[config.mk]
export PLATFORM = sky130hd
export DESIGN_NAME = pend_resolver
export DESIGN_NICKNAME = d
export VERILOG_FILES = /design/src/rtl/pend_resolve_pkg.sv /design/src/rtl/scan_counter.sv /design/src/rtl/prio_fetch.sv /design/src/rtl/cpu_tracker.sv /design/src/rtl/pend_resolver.sv
export SDC_FILE = /design/constraint.sdc
export NUM_CORES = 1
export LEC_CHECK = 0
export BUFFER_PORTS_ARGS = -buffer_cell sky130_fd_sc_hd__buf_2
export CORE_AREA = 8 8 421 423
export DETAILED_ROUTE_END_ITERATION = 12
export DIE_AREA = 0 0 429 431
export PLACE_DENSITY = 0.3
export SLEW_MARGIN = 15
export SYNTH_ARGS = -nofsm -noshare
export SYNTH_HDL_FRONTEND = slang
export SYNTH_SLANG_ARGS = --single-unit
[constraint.sdc]
create_clock -name clk -period 8.3 [get_ports clk]
set_input_delay 0.83 -clock clk [delete_from_list [all_inputs] [get_ports clk]]
set_output_delay 0.83 -clock clk [all_outputs]
set_load 0.05 [all_outputs]
[src/rtl/pend_resolve_pkg.sv]
package pend_resolve_pkg;
    localparam int          ID_W        = 10;
    localparam int          PRIO_W      = 8;
    localparam int          RUN_W       = 9;
    localparam int          BANKED_IDS  = 32;
    localparam logic [9:0]  SPURIOUS_ID = 10'd1023;
    localparam logic [8:0]  IDLE_PRIO   = 9'h100;

    typedef struct packed {
        logic [RUN_W-1:0] best_prio;
        logic [ID_W-1:0]  best_id;
        logic [ID_W-1:0]  rep_id;
        logic             irq;
    } trk_state_t;
endpackage

[src/rtl/scan_counter.sv]
module scan_counter #(
    parameter int NUM_SRC = 64,
    localparam int IDX_W  = $clog2(NUM_SRC)
) (
    input  logic             clk,
    input  logic             rst_n,
    output logic [IDX_W-1:0] idx,
    output logic             first,
    output logic             last,
    output logic             valid
);
    typedef struct packed {
        logic [IDX_W-1:0] idx;
        logic             valid;
    } cnt_t;

    localparam logic [IDX_W-1:0] LAST_IDX = IDX_W'(NUM_SRC - 1);

    cnt_t cnt_d, cnt_q;

    always_comb begin
        cnt_d = cnt_q;
        if (cnt_q.idx == LAST_IDX) begin
            cnt_d.idx   = '0;
            cnt_d.valid = 1'b1;
        end else begin
            cnt_d.idx = cnt_q.idx + 1'b1;
        end
    end

    always_ff @(posedge clk) begin
        if (!rst_n) cnt_q <= '0;
        else        cnt_q <= cnt_d;
    end

    assign idx   = cnt_q.idx;
    assign first = (cnt_q.idx == '0);
    assign last  = (cnt_q.idx == LAST_IDX);
    assign valid = cnt_q.valid;

    // the index stays in range and steps by one inside a sweep
    a_r9_idx_step: assert property (@(posedge clk) disable iff (!rst_n)
        !last |=> (idx == $past(idx) + 1'b1));
    // valid rises only right after the last index of a sweep
    a_r9_valid_after_sweep: assert property (@(posedge clk) disable iff (!rst_n)
        $rose(valid) |-> $past(last));
endmodule

[src/rtl/prio_fetch.sv]
module prio_fetch
    import pend_resolve_pkg::*;
#(
    parameter int NUM_SRC = 64,
    parameter int NUM_CPU = 2,
    parameter int CPU_IDX = 0,
    localparam int IDX_W  = $clog2(NUM_SRC),
    localparam int LP_W   = NUM_CPU * BANKED_IDS * PRIO_W,
    localparam int GP_W   = (NUM_SRC > BANKED_IDS) ? (NUM_SRC - BANKED_IDS) * PRIO_W : PRIO_W
) (
    input  logic [IDX_W-1:0]  idx,
    input  logic [LP_W-1:0]   local_prio,
    input  logic [GP_W-1:0]   global_prio,
    output logic [PRIO_W-1:0] prio
);
    logic [PRIO_W-1:0] local_sel;
    logic [PRIO_W-1:0] global_sel;

    always_comb begin
        local_sel = local_prio[(CPU_IDX * BANKED_IDS + int'(idx[4:0])) * PRIO_W +: PRIO_W];
    end

    generate
        if (NUM_SRC > BANKED_IDS) begin : g_shared
            always_comb begin
                if (int'(idx) >= BANKED_IDS)
                    global_sel = global_prio[(int'(idx) - BANKED_IDS) * PRIO_W +: PRIO_W];
                else
                    global_sel = '1;
            end
        end else begin : g_noshared
            assign global_sel = global_prio[PRIO_W-1:0];
        end
    endgenerate

    assign prio = (int'(idx) < BANKED_IDS) ? local_sel : global_sel;
endmodule

[src/rtl/cpu_tracker.sv]
module cpu_tracker
    import pend_resolve_pkg::*;
(
    input  logic              clk,
    input  logic              rst_n,
    input  logic              first,
    input  logic              last,
    input  logic              cand,
    input  logic [PRIO_W-1:0] cand_prio,
    input  logic [ID_W-1:0]   cand_id,
    input  logic              gate_on,
    input  logic [PRIO_W-1:0] mask,
    input  logic [RUN_W-1:0]  run_prio,
    output logic [ID_W-1:0]   rep_id,
    output logic              irq
);
    trk_state_t st_d, st_q;
    logic [RUN_W-1:0] cur_prio;
    logic [ID_W-1:0]  cur_id;

    always_comb begin
        st_d     = st_q;
        cur_prio = first ? IDLE_PRIO   : st_q.best_prio;
        cur_id   = first ? SPURIOUS_ID : st_q.best_id;
        if (cand && ({1'b0, cand_prio} < cur_prio)) begin
            cur_prio = {1'b0, cand_prio};
            cur_id   = cand_id;
        end
        st_d.best_prio = cur_prio;
        st_d.best_id   = cur_id;
        if (last) begin
            if (!gate_on || (cur_prio > {1'b0, mask})) begin
                st_d.rep_id = SPURIOUS_ID;
                st_d.irq    = 1'b0;
            end else begin
                st_d.rep_id = cur_id;
                st_d.irq    = (cur_prio < run_prio);
            end
        end
    end

    always_ff @(posedge clk) begin
        if (!rst_n) begin
            st_q.best_prio <= IDLE_PRIO;
            st_q.best_id   <= SPURIOUS_ID;
            st_q.rep_id    <= SPURIOUS_ID;
            st_q.irq       <= 1'b0;
        end else begin
            st_q <= st_d;
        end
    end

    assign rep_id = st_q.rep_id;
    assign irq    = st_q.irq;

    // a disabled gate at commit yields spurious and no request
    a_r4_gate_off: assert property (@(posedge clk) disable iff (!rst_n)
        (last && !gate_on) |=> (rep_id == SPURIOUS_ID && !irq));
    // a request always comes with a reported winner
    a_r6_irq_has_winner: assert property (@(posedge clk) disable iff (!rst_n)
        irq |-> (rep_id != SPURIOUS_ID));
    // outputs move only at the end of a sweep
    a_r3_hold_mid_sweep: assert property (@(posedge clk) disable iff (!rst_n)
        !last |=> ($stable(rep_id) && $stable(irq)));
endmodule

[src/rtl/pend_resolver.sv]
module pend_resolver
    import pend_resolve_pkg::*;
#(
    parameter int NUM_SRC = 64,
    parameter int NUM_CPU = 2,
    localparam int IDX_W  = $clog2(NUM_SRC),
    localparam int LP_W   = NUM_CPU * BANKED_IDS * PRIO_W,
    localparam int GP_W   = (NUM_SRC > BANKED_IDS) ? (NUM_SRC - BANKED_IDS) * PRIO_W : PRIO_W
) (
    input  logic                       clk,
    input  logic                       rst_n,
    input  logic                       dist_en,
    input  logic [NUM_CPU-1:0]         cpu_if_en,
    input  logic [NUM_CPU*PRIO_W-1:0]  prio_mask,
    input  logic [NUM_CPU*RUN_W-1:0]   run_prio,
    input  logic [NUM_CPU*NUM_SRC-1:0] src_enable,
    input  logic [NUM_CPU*NUM_SRC-1:0] src_pending,
    input  logic [LP_W-1:0]            local_prio,
    input  logic [GP_W-1:0]            global_prio,
    output logic [NUM_CPU*ID_W-1:0]    best_id,
    output logic [NUM_CPU-1:0]         irq_req,
    output logic                       result_valid
);
    logic [IDX_W-1:0] idx;
    logic             first;
    logic             last;

    scan_counter #(.NUM_SRC(NUM_SRC)) u_cnt (
        .clk   (clk),
        .rst_n (rst_n),
        .idx   (idx),
        .first (first),
        .last  (last),
        .valid (result_valid)
    );

    generate
        for (genvar c = 0; c < NUM_CPU; c++) begin : g_cpu
            logic [PRIO_W-1:0] prio;
            logic              cand;

            prio_fetch #(.NUM_SRC(NUM_SRC), .NUM_CPU(NUM_CPU), .CPU_IDX(c)) u_fetch (
                .idx         (idx),
                .local_prio  (local_prio),
                .global_prio (global_prio),
                .prio        (prio)
            );

            assign cand = src_enable[c*NUM_SRC + int'(idx)] & src_pending[c*NUM_SRC + int'(idx)];

            cpu_tracker u_trk (
                .clk       (clk),
                .rst_n     (rst_n),
                .first     (first),
                .last      (last),
                .cand      (cand),
                .cand_prio (prio),
                .cand_id   (ID_W'(idx)),
                .gate_on   (dist_en & cpu_if_en[c]),
                .mask      (prio_mask[c*PRIO_W +: PRIO_W]),
                .run_prio  (run_prio[c*RUN_W +: RUN_W]),
                .rep_id    (best_id[c*ID_W +: ID_W]),
                .irq       (irq_req[c])
            );
        end
    endgenerate
endmodule

==> results.cfg, run 1 <==
[worst_setup_path]
path_cells = buf_4 > buf_4 > mux4_2 > mux4_2 > mux2i_1 > a21boi_1 > ha_1 > nand3_1 > nor4_1 > o21ai_0 > a31o_2 > nand3_4 > mux2_2 > ha_1 > nor2b_1 > o21ai_0 > nand2b_1 > a21oi_1 > o21ai_0 > a21boi_0 > and3_1 > a31o_2
required_ps = 8590
slowest_delay_ps = 790
crit_type = flip-flop to flip-flop
r2r_setup_slack_ps = 1260
worst_path_most_repeated_cell = o21ai_0
critPathLaunchType = flip-flop
crit_arrival_ps = 7340
reg2reg_depth = 22
setup.worst_path.start = u_cnt.idx[0]
endpoint = g_cpu[0].u_trk.irq
crit_path_top_delay_cell = dfxtp_4
cp-end-kind = flip-flop
critPathBufInv = 2
path_depth = 22
cpLargestDelayFamily = multiplexers
cp_max_fo = 30
r2r_start = u_cnt.idx[0]
rr_endpoint = g_cpu[0].u_trk.irq

[cts]
clock_path_buffers = 2
hold_buffers = 0
worst_skew_pair.late_latency_ps = 360
cts-root-buf = clkbuf_16
htree_num_levels = 3
post-cts-setup-buffers = 0
cts_buffers = 9
cts.sinks = 67
cts_tree = yes
ctsResizeCount = 0
path_clk_slew_ps = 60

[die]
die_area_mm2 = 0.1849
coreArea_mm2 = 0.1706
start_util_pct = 7.238
die_x_um = 429
die_h_um = 431
rows = 152
pin_count = 1086

[yosys]
syn_nets = 2190
synth_area_mm2 = 0.01235
seq_area_frac_synth_pct = 10.86
postSynthAreaPerCell_um2 = 11.44
synth_area_leader_cell = mux4_2
synth-warning-count = 0
ys_types = 74
async_flop_share_pct = 0
syn_inst = 1079
synth_edf_count = 0
synth.area.top_cells = mux4_2 46%, dfxtp_1 11%, mux2i_1 4.9%
ys_seq_elements = 67
synth.top_cell.area_share_pct = 45.60
synthFlopType = dfxtp_1

[finish]
area_growth_pct = 65.68
finalNonFillerCells = 4347
nNetsFinal = 3198
finish.instance_area_mm2 = 0.02046
drive_gt1_share_pct = 68.45
multi_input_area_mm2 = 0.009956
seq_area_mm2 = 0.001358
final_util_pct = 11.99
fillers = 19627

[timing]
hold_ws_ps = 471.0
worstMarginPinSlew_ps = 1085
hold_viol_final = 0
relSlewSlack_pct = 27.49
rsz0062_at_grt = false
skew_ps = 13.88
setup_viol = 0
slew_violations = 0
fmax_mhz = 142.0
period_minus_slack_ps = 7043
tns_ps = 0
finalCritPeriodShare_pct = 84.86

[route]
drc = 0
num_vias = 15059
ant_nets = 0
post_drt_via_cell_ratio = 3.464
drt_iter0_drc = 1107
firstDrtPassIters = 4
wl_per_cell_um = 28.98
routed_wl_um = 126000

[global_routing]
grt_overflow_total = 0
grt_pass1_vias = 15707
antenna_found_initial = 97
grt_max_degree = 88
grt_pass1_wl_um = 160100
grtUsageTotal_pct = 12.75

[power]
power.density_mw_per_mm2 = 101.2
power.leakage_nw = 8.581
ir_worst_vdd_uv = 63.32

[placement]
gp_congestion = 0.8849
dpl_cell_area_mm2 = 0.02008
placed_cells = 4309
hpwlAfterDp_um = 114600
numPortBuffers = 1085

[min_path]
min_path_type = flip-flop to flip-flop

[outcome]
outcome = finished clean

[job]
cap_viol_max_count = 0
-- worst min path at each step --
stage,start,end,slack [ps],cells after the start
after floorplan,g_cpu[1].u_trk.rep_id[6],g_cpu[1].u_trk.rep_id[6],460,1
after global placement,u_cnt.valid,u_cnt.valid,460,2
after detailed placement,u_cnt.valid,u_cnt.valid,460,2
after CTS,u_cnt.valid,u_cnt.valid,480,2
after global routing,u_cnt.valid,u_cnt.valid,500,2
final,u_cnt.valid,u_cnt.valid,470,2
-- where the power goes --
| group | internal, mW | leakage, nW | switching (mW) | total [mW] |
|---|---|---|---|---|
| logic | 0.621 | 7.87 | 0.657 | 1.28 |
| registers | 0.347 | 0.551 | 0.0208 | 0.367 |
| clock network | 0.259 | 0.157 | 0.166 | 0.425 |
| total | 1.23 | 8.58 | 0.843 | 2.07 |
-- logic make-up (layout without fill, tap and decap cells) --
family | Yosys count | after routing | synth area share [%]
DFF | 67 | 67 | 10.86
other | 0 | 22 | 0
xor gates and xnor gates | 4 | 4 | 0.2837
and+or+nand+nor | 256 | 256 | 10.05
adders and majority gates | 48 | 48 | 4.864
AOI/OAI and AO/OA | 177 | 177 | 10.28
buffers and inverters | 180 | 1193 | 8.613
muxes | 347 | 347 | 55.04
-- cell usage in the layout (no fill, tap or decap), types with 3 or more instances in the layout --
master,netlist,final
mux2_4,12,12
a22o_1,4,4
dfxtp_4,0,4
o21a_1,5,5
inv_1,56,55
nand2_1,74,74
and2_1,32,32
buf_12,0,6
a21oi_1,28,28
o22a_1,4,4
xnor2_1,4,4
dfxtp_1,67,62
nor2b_1,8,8
mux4_2,250,250
nor4_1,3,3
o21ai_0,26,26
clkbuf_16,0,10
nand4_1,11,11
nand3_1,35,35
a211oi_1,9,9
nand2b_1,9,9
mux2_2,12,12
a22oi_1,18,18
and3_1,9,9
buf_4,35,27
o211ai_1,13,13
mux2i_1,61,61
diode_2,0,22
a21boi_1,14,14
ha_1,48,48
nor2_1,63,63
inv_2,2,3
mux2_1,5,5
buf_2,40,1085
o22ai_1,4,4
a21oi_2,5,5
a21o_1,12,12
mux4_1,7,7
-- sequential cells by signal (all words and copies together) (netlist names) --
register	flops
g_cpu.u_trk.rep_id	20
g_cpu.u_trk.irq	2
u_cnt.idx	6
u_cnt.valid	1
g_cpu.u_trk.st_q	38
-- layout make-up --
cell class                 instances  area share [%]
multi-input combinational        832           48.66
clock inverter                     5          0.2813
tap                             2233           13.66
antenna                           22          0.2691
inverter                          59           1.082
sequential                        67           6.636
timing repair buffer            1118           28.12
clock buffer                      11           1.290
-- worst register-to-register path: stages (launching register included) --
cell	delay, ps
dfxtp_4	790
buf_4	430
buf_4	240
mux4_2	520
mux4_2	550
mux2i_1	430
a21boi_1	260
ha_1	360
nand3_1	80
nor4_1	230
o21ai_0	190
a31o_2	270
nand3_4	230
mux2_2	420
ha_1	300
nor2b_1	140
o21ai_0	160
nand2b_1	80
a21oi_1	150
o21ai_0	100
a21boi_0	260
and3_1	550
a31o_2	240
-- per-stage QoR --
step                      setup WS, ps  total power, mW
final                             1257            2.071
after global routing             752.0            2.196
after CTS                         1023            2.106
after detailed placement          1065            1.665
after global placement            1022            1.673
after floorplan                   2661            1.051
-- cell usage after synthesis, types with 3 or more instances --
library cell and number:
nand4_1 11, buf_4 35, mux4_2 250, xnor2_1 4, a21boi_1 14, o21ai_0 26, mux2i_1 61, o22a_1 4
inv_1 56, nand3_1 35, mux2_1 5, nor2_1 63, o21ai_1 3, o22ai_1 4, a21oi_2 5, clkbuf_1 17
and2_1 32, o21a_1 5, a211oi_1 9, a21oi_1 28, a2111oi_0 3, mux2_4 12, mux4_1 7, a21o_1 12
a22oi_1 18, mux2_2 12, o211ai_1 13, dfxtp_1 67, nor4_1 3, buf_2 40, ha_1 48, a22o_1 4
and3_1 9, nand2b_1 9, buf_6 24, nor2b_1 8, nand2_1 74
-- metal layers --
| metal | vias up | track usage, % | part of all wire (%) |
|---|---|---|---|
| li1 | 6412 | - | - |
| met1 | 7718 | 17.34 | 44 |
| met2 | 759 | 20.67 | 47 |
| met3 | 132 | 3.858 | 7.8 |
| met4 | 38 | 1.199 | 0.89 |
| met5 | - | 0 | 0.20 |
Power figures use the tool's default switching activity.
==> run 2: changes to the inputs <==
--- a/config.mk
+++ b/config.mk
@@ -5,10 +5,11 @@
 export SDC_FILE = /design/constraint.sdc
 export NUM_CORES = 1
 export LEC_CHECK = 0
+export ABC_AREA = 1
 export BUFFER_PORTS_ARGS = -buffer_cell sky130_fd_sc_hd__buf_2
-export CORE_AREA = 8 8 421 423
+export CORE_AREA = 8 8 416 418
 export DETAILED_ROUTE_END_ITERATION = 12
-export DIE_AREA = 0 0 429 431
+export DIE_AREA = 0 0 424 426
 export PLACE_DENSITY = 0.3
 export SLEW_MARGIN = 15
 export SYNTH_ARGS = -nofsm -noshare
==> constraint.sdc (replaced) <==
create_clock -name clk -period 6.6 [get_ports clk]
set_input_delay 0.66 -clock clk [delete_from_list [all_inputs] [get_ports clk]]
set_output_delay 0.66 -clock clk [all_outputs]
set_load 0.05 [all_outputs]
==> results.cfg, run 2 <==
[cts]
worst_skew_pair.late_latency_ps = 360
cts_buffers = 9
cts-root-buf = clkbuf_16
post-cts-setup-buffers = 0
path_clk_slew_ps = 80
hold_buffers = 0
ctsResizeCount = 0
clock_path_buffers = 2
cts_tree = yes
cts.sinks = 67
htree_num_levels = 3

[timing]
hold_viol_final = 0
setup_slack_ps = 640.5
finalCritPeriodShare_pct = 90.30
slew_violations = 0
worstMarginPinSlew_ps = 1022
rsz0062_at_grt = false
relSlewSlack_pct = 31.72
fmax_mhz = 167.8
setup_viol = 0
period_minus_slack_ps = 5960
tns_ps = 0
skew_ps = 21.52

[worst_setup_path]
cp_max_fo = 32
rr_endpoint = g_cpu[0].u_trk.rep_id[5]
slowest_delay_ps = 680
reg2reg_depth = 31
crit_arrival_ps = 6210
cp-end-kind = flip-flop
worst_path_most_repeated_cell = nor2_1
r2r_setup_slack_ps = 640
critPathLaunchType = flip-flop
required_ps = 6850
crit_path_top_delay_cell = a21oi_1
crit_type = flip-flop to flip-flop
r2r_start = u_cnt.idx[0]

[die]
pin_count = 1086
die_x_um = 424
coreArea_mm2 = 0.1663
rows = 150
die_h_um = 426
die_area_mm2 = 0.1806
start_util_pct = 8.275

[route]
drc = 0
num_vias = 22115
firstDrtPassIters = 7
post_drt_via_cell_ratio = 3.763
drt_iter0_drc = 1656
ant_nets = 0
routed_wl_um = 137500
wl_per_cell_um = 23.40

[power]
power.leakage_nw = 10.85
power.density_mw_per_mm2 = 128.9
ir_worst_vdd_uv = 98.93

[finish]
final_common_cell = buf_2
layout_common_cells = 1085 x buf_2, 707 x nand2_1, 553 x nor2_1
nNetsFinal = 4769
drive_gt1_share_pct = 33.14
regMostFlops = g_cpu.u_trk.st_q
final_util_pct = 13.07
largest_reg_flops = 38
area_growth_pct = 57.96

[global_routing]
grt_overflow_total = 0
antenna_found_initial = 42
grtUsageTotal_pct = 14.17
grt_pass1_vias = 22125
grt_max_degree = 104
grt_pass1_wl_um = 182600

[job]
cap_viol_max_count = 0

[yosys]
synth_area_leader_cell = nand2_1
synth_area_mm2 = 0.01376
ys_seq_elements = 67
seq_area_frac_synth_pct = 9.747
synth_most_common_cell = nand2_1
synth_edf_count = 0
postSynthAreaPerCell_um2 = 5.057
async_flop_share_pct = 0
synth.top_cell.area_share_pct = 19.29
synth.area.top_cells = nand2_1 19%, nor2_1 15%, o21ai_0 14%
synth-warning-count = 0
syn_inst = 2721
syn_nets = 3832
ys_types = 49
synthFlopType = dfxtp_1
ys_top_cells_by_count = 707 x nand2_1, 555 x nor2_1, 390 x o21ai_0

[min_path]
min_path_type = flip-flop to flip-flop
hp-start = g_cpu[1].u_trk.rep_id[9]
min_to = g_cpu[1].u_trk.rep_id[9]
min_path_cells = 2

[placement]
gp_congestion = 0.9068
dp_slack_ps = 491.2
hpwlAfterDp_um = 116900
numPortBuffers = 1085

[outcome]
outcome = finished clean
==> run 2: cell types whose count changed in the layout (fill, tap and decap cells not counted), moves of 79 or more <==
| cell | previous run | this run |
|---|---|---|
| nand3_1 | 35 | 114 |
| o22ai_1 | 4 | 153 |
| nor2_1 | 63 | 553 |
| o21ai_0 | 26 | 390 |
| inv_1 | 55 | 207 |
| mux4_2 | 250 | 0 |
| nand2_1 | 74 | 707 |
==> run 2: layout make-up <==
class                   instances  area, um^2
well taps                    2204        2758
clock inverters                 6       65.06
repair buffers               1158        6141
inverters                     215       824.5
multi-input cells            2207       10340
diodes                         10       25.02
fillers                     19993      144500
clock buffers                  10       229.0
flip-flops and latches         67        1349
==> run 2: power breakdown <==
| group | internal [mW] | switching, mW | total (mW) | leakage, nW |
|---|---|---|---|---|
| sequential | 0.439 | 0.0212 | 0.460 | 0.548 |
| combinational | 0.665 | 1.17 | 1.84 | 10.2 |
| clock | 0.293 | 0.212 | 0.505 | 0.139 |
==> run 2: layer usage <==
layer  wire (um)  GRT usage (%)  part of all wire, %  up-vias
li1            -              -                    -    10802
met1       62630          19.43                   46    10400
met2       66930          24.47                   49      811
met3        6612          1.871                  4.8       96
met4        1323          1.337                 0.96        6
met5          41              0                0.030        -
==> run 2: logic make-up after synthesis <==
group / Yosys count / synth area share [%]
simple gates: 1438 / 41.53
compound gates: 720 / 29.11
buf+inv: 447 / 15.18
flops: 67 / 9.747
fa+ha+maj: 48 / 4.364
xor+xnor: 1 / 0.06366
==> run 2: worst max path at each step <==
stage	start	to	cells past startpoint
5_1_grt	u_cnt.idx[2]	g_cpu[0].u_trk.rep_id[1]	29
2_1_floorplan	u_cnt.idx[0]	g_cpu[1].u_trk.rep_id[0]	30
3_5_place_dp	u_cnt.idx[4]	g_cpu[0].u_trk.rep_id[1]	30
4_1_cts	u_cnt.idx[3]	g_cpu[0].u_trk.rep_id[1]	30
6_report	u_cnt.idx[0]	g_cpu[0].u_trk.rep_id[5]	31
3_3_place_gp	u_cnt.idx[4]	g_cpu[0].u_trk.rep_id[2]	30
==> run 2: per-stage QoR <==
stage / total power [mW] / instance area (um^2) / hold WS [ps] / instances
4_1_cts: 2.860 / 21710 / 490.9 / 5867
3_5_place_dp: 2.333 / 21420 / 476.8 / 5851
6_report: 2.802 / 21740 / 486.4 / 5877
2_1_floorplan: 1.415 / 13760 / 427.0 / 2721
5_1_grt: 3.075 / 21730 / 510.9 / 5874
3_3_place_gp: 2.335 / 21420 / 476.3 / 5851
==> run 2: worst max-delay path: cells and delay by family, from the launching register on <==
kind                     cells  cell delay (ps)
AO/OA/AOI/OAI                9             1760
adder cells (fa/ha/maj)      2              700
buffers and inverters        7             1120
flip-flops                   1              600
AND/OR/NAND/NOR             13             1600
==> run 3: changes to the inputs <==
--- a/config.mk
+++ b/config.mk
@@ -6,10 +6,10 @@
 export NUM_CORES = 1
 export LEC_CHECK = 0
 export ABC_AREA = 1
-export BUFFER_PORTS_ARGS = -buffer_cell sky130_fd_sc_hd__buf_2
-export CORE_AREA = 8 8 416 418
+export CORE_AREA = 8 8 422 424
 export DETAILED_ROUTE_END_ITERATION = 12
-export DIE_AREA = 0 0 424 426
+export DIE_AREA = 0 0 430 432
+export DONT_BUFFER_PORTS = 1
 export PLACE_DENSITY = 0.3
 export SLEW_MARGIN = 15
 export SYNTH_ARGS = -nofsm -noshare
==> results.cfg, run 3 (synthesized netlist as in run 2, its figures left out) <==
[placement]
gp_congestion = 0.9114
hpwlAfterDp_um = 110300
numPortBuffers = 0

[route]
ant_nets = 0
drt_iter0_drc = 1883
drc = 0
wl_per_cell_um = 26.43
num_vias = 18744
firstDrtPassIters = 7
routed_wl_um = 127900
post_drt_via_cell_ratio = 3.874

[global_routing]
grt_pass1_vias = 17520
grt_max_degree = 122
antenna_found_initial = 47
grt_overflow_total = 0
grt_pass1_wl_um = 163800
grtUsageTotal_pct = 12.60

[cts]
post-cts-setup-buffers = 0
cts_tree = yes
cts-root-buf = clkbuf_16
htree_num_levels = 3
ctsResizeCount = 0
path_clk_slew_ps = 70
cts_buffers = 9
clock_path_buffers = 2
cts.sinks = 67
worst_skew_pair.late_latency_ps = 350
hold_buffers = 0

[worst_setup_path]
setup.worst_path.start = u_cnt.idx[0]
required_ps = 6860
critPathLaunchType = flip-flop
reg2reg_depth = 29
slowest_delay_ps = 540
cp_max_fo = 64
r2r_start = u_cnt.idx[0]
cp-end-kind = flip-flop
crit_arrival_ps = 6160
crit_type = flip-flop to flip-flop
crit_path_top_delay_cell = buf_4

[die]
rows = 152
coreArea_mm2 = 0.1710
die_x_um = 430
die_area_mm2 = 0.1858
pin_count = 1086
start_util_pct = 8.048
die_h_um = 432

[timing]
fmax_mhz = 169.5
finalCritPeriodShare_pct = 89.37
slew_violations = 0
tns_ps = 0
skew_ps = 10.59
hold_viol_final = 0
worstMarginPinSlew_ps = 937.0
period_minus_slack_ps = 5899
setup_viol = 0
relSlewSlack_pct = 37.47
rsz0062_at_grt = false

[finish]
area_growth_pct = 19.37
largest_reg_flops = 38
final_util_pct = 9.607
regMostFlops = g_cpu.u_trk.st_q
layout_common_cells = 707 x nand2_1, 554 x nor2_1, 390 x o21ai_0
final_common_cell = nand2_1
drive_gt1_share_pct = 5.553
nNetsFinal = 3699

[min_path]
min_path_type = input pin to flip-flop
min_path_cells = 1
hp-start = rst_n

[outcome]
outcome = finished clean

[power]
ir_worst_vdd_uv = 167.2
power.density_mw_per_mm2 = 154.8
power_mw = 2.543
power.leakage_nw = 6.660

[job]
cap_viol_max_count = 0
run 3: path summary, 6_finish.rpt:
check	to	slack [ps]
setup / recovery	g_cpu[0].u_trk.rep_id[1]	700
hold / removal	g_cpu[0].u_trk.st_q[18]	370
setup reg to reg	g_cpu[0].u_trk.rep_id[1]	700
hold reg to reg	g_cpu[0].u_trk.st_q[16]	500
run 3: layer usage:
metal / global-route usage, % / vias to the layer above / part of all wire, %
met2: 20.40 / 932 / 46
met1: 17.47 / 9034 / 45
met5: 0 / - / 0.10
met4: 1.337 / 22 / 0.95
li1: - / 8662 / -
met3: 3.062 / 94 / 7.8
run 3: worst max-delay path, delay by kind of cell (launching register included):
family	cells	cell delay (ps)
buf+inv	7	1520
fa+ha+maj	2	630
compound gates	10	1670
simple gates	10	1400
flops	1	390
run 3: power breakdown:
group / switching (mW) / total (mW) / leakage, nW / internal, mW
registers: 0.0123 / 0.451 / 0.548 / 0.438
logic: 1.13 / 1.59 / 5.96 / 0.459
clock network: 0.233 / 0.502 / 0.150 / 0.270
total: 1.38 / 2.54 / 6.66 / 1.17
run 3: layout make-up:
type	instances	area (um^2)
diodes	12	30.03
clock buffers	9	225.2
clock inverters	7	76.32
fillers	20507	154500
inverters	215	823.3
multi-input cells	2207	10340
flip-flops and latches	67	1349
well taps	2233	2794
repair buffers	88	785.8
run 3: stage by stage:
stage	cell area, um^2	hold WS, ps	setup WS [ps]	instances
detailed placement	16090	483.4	534.5	4810
global placement	16090	484.6	424.0	4810
floorplan	13760	427.0	2099	2721
finish	16430	372.4	701.3	4838
CTS	16400	355.7	510.5	4826
global route	16410	348.6	44.49	4830
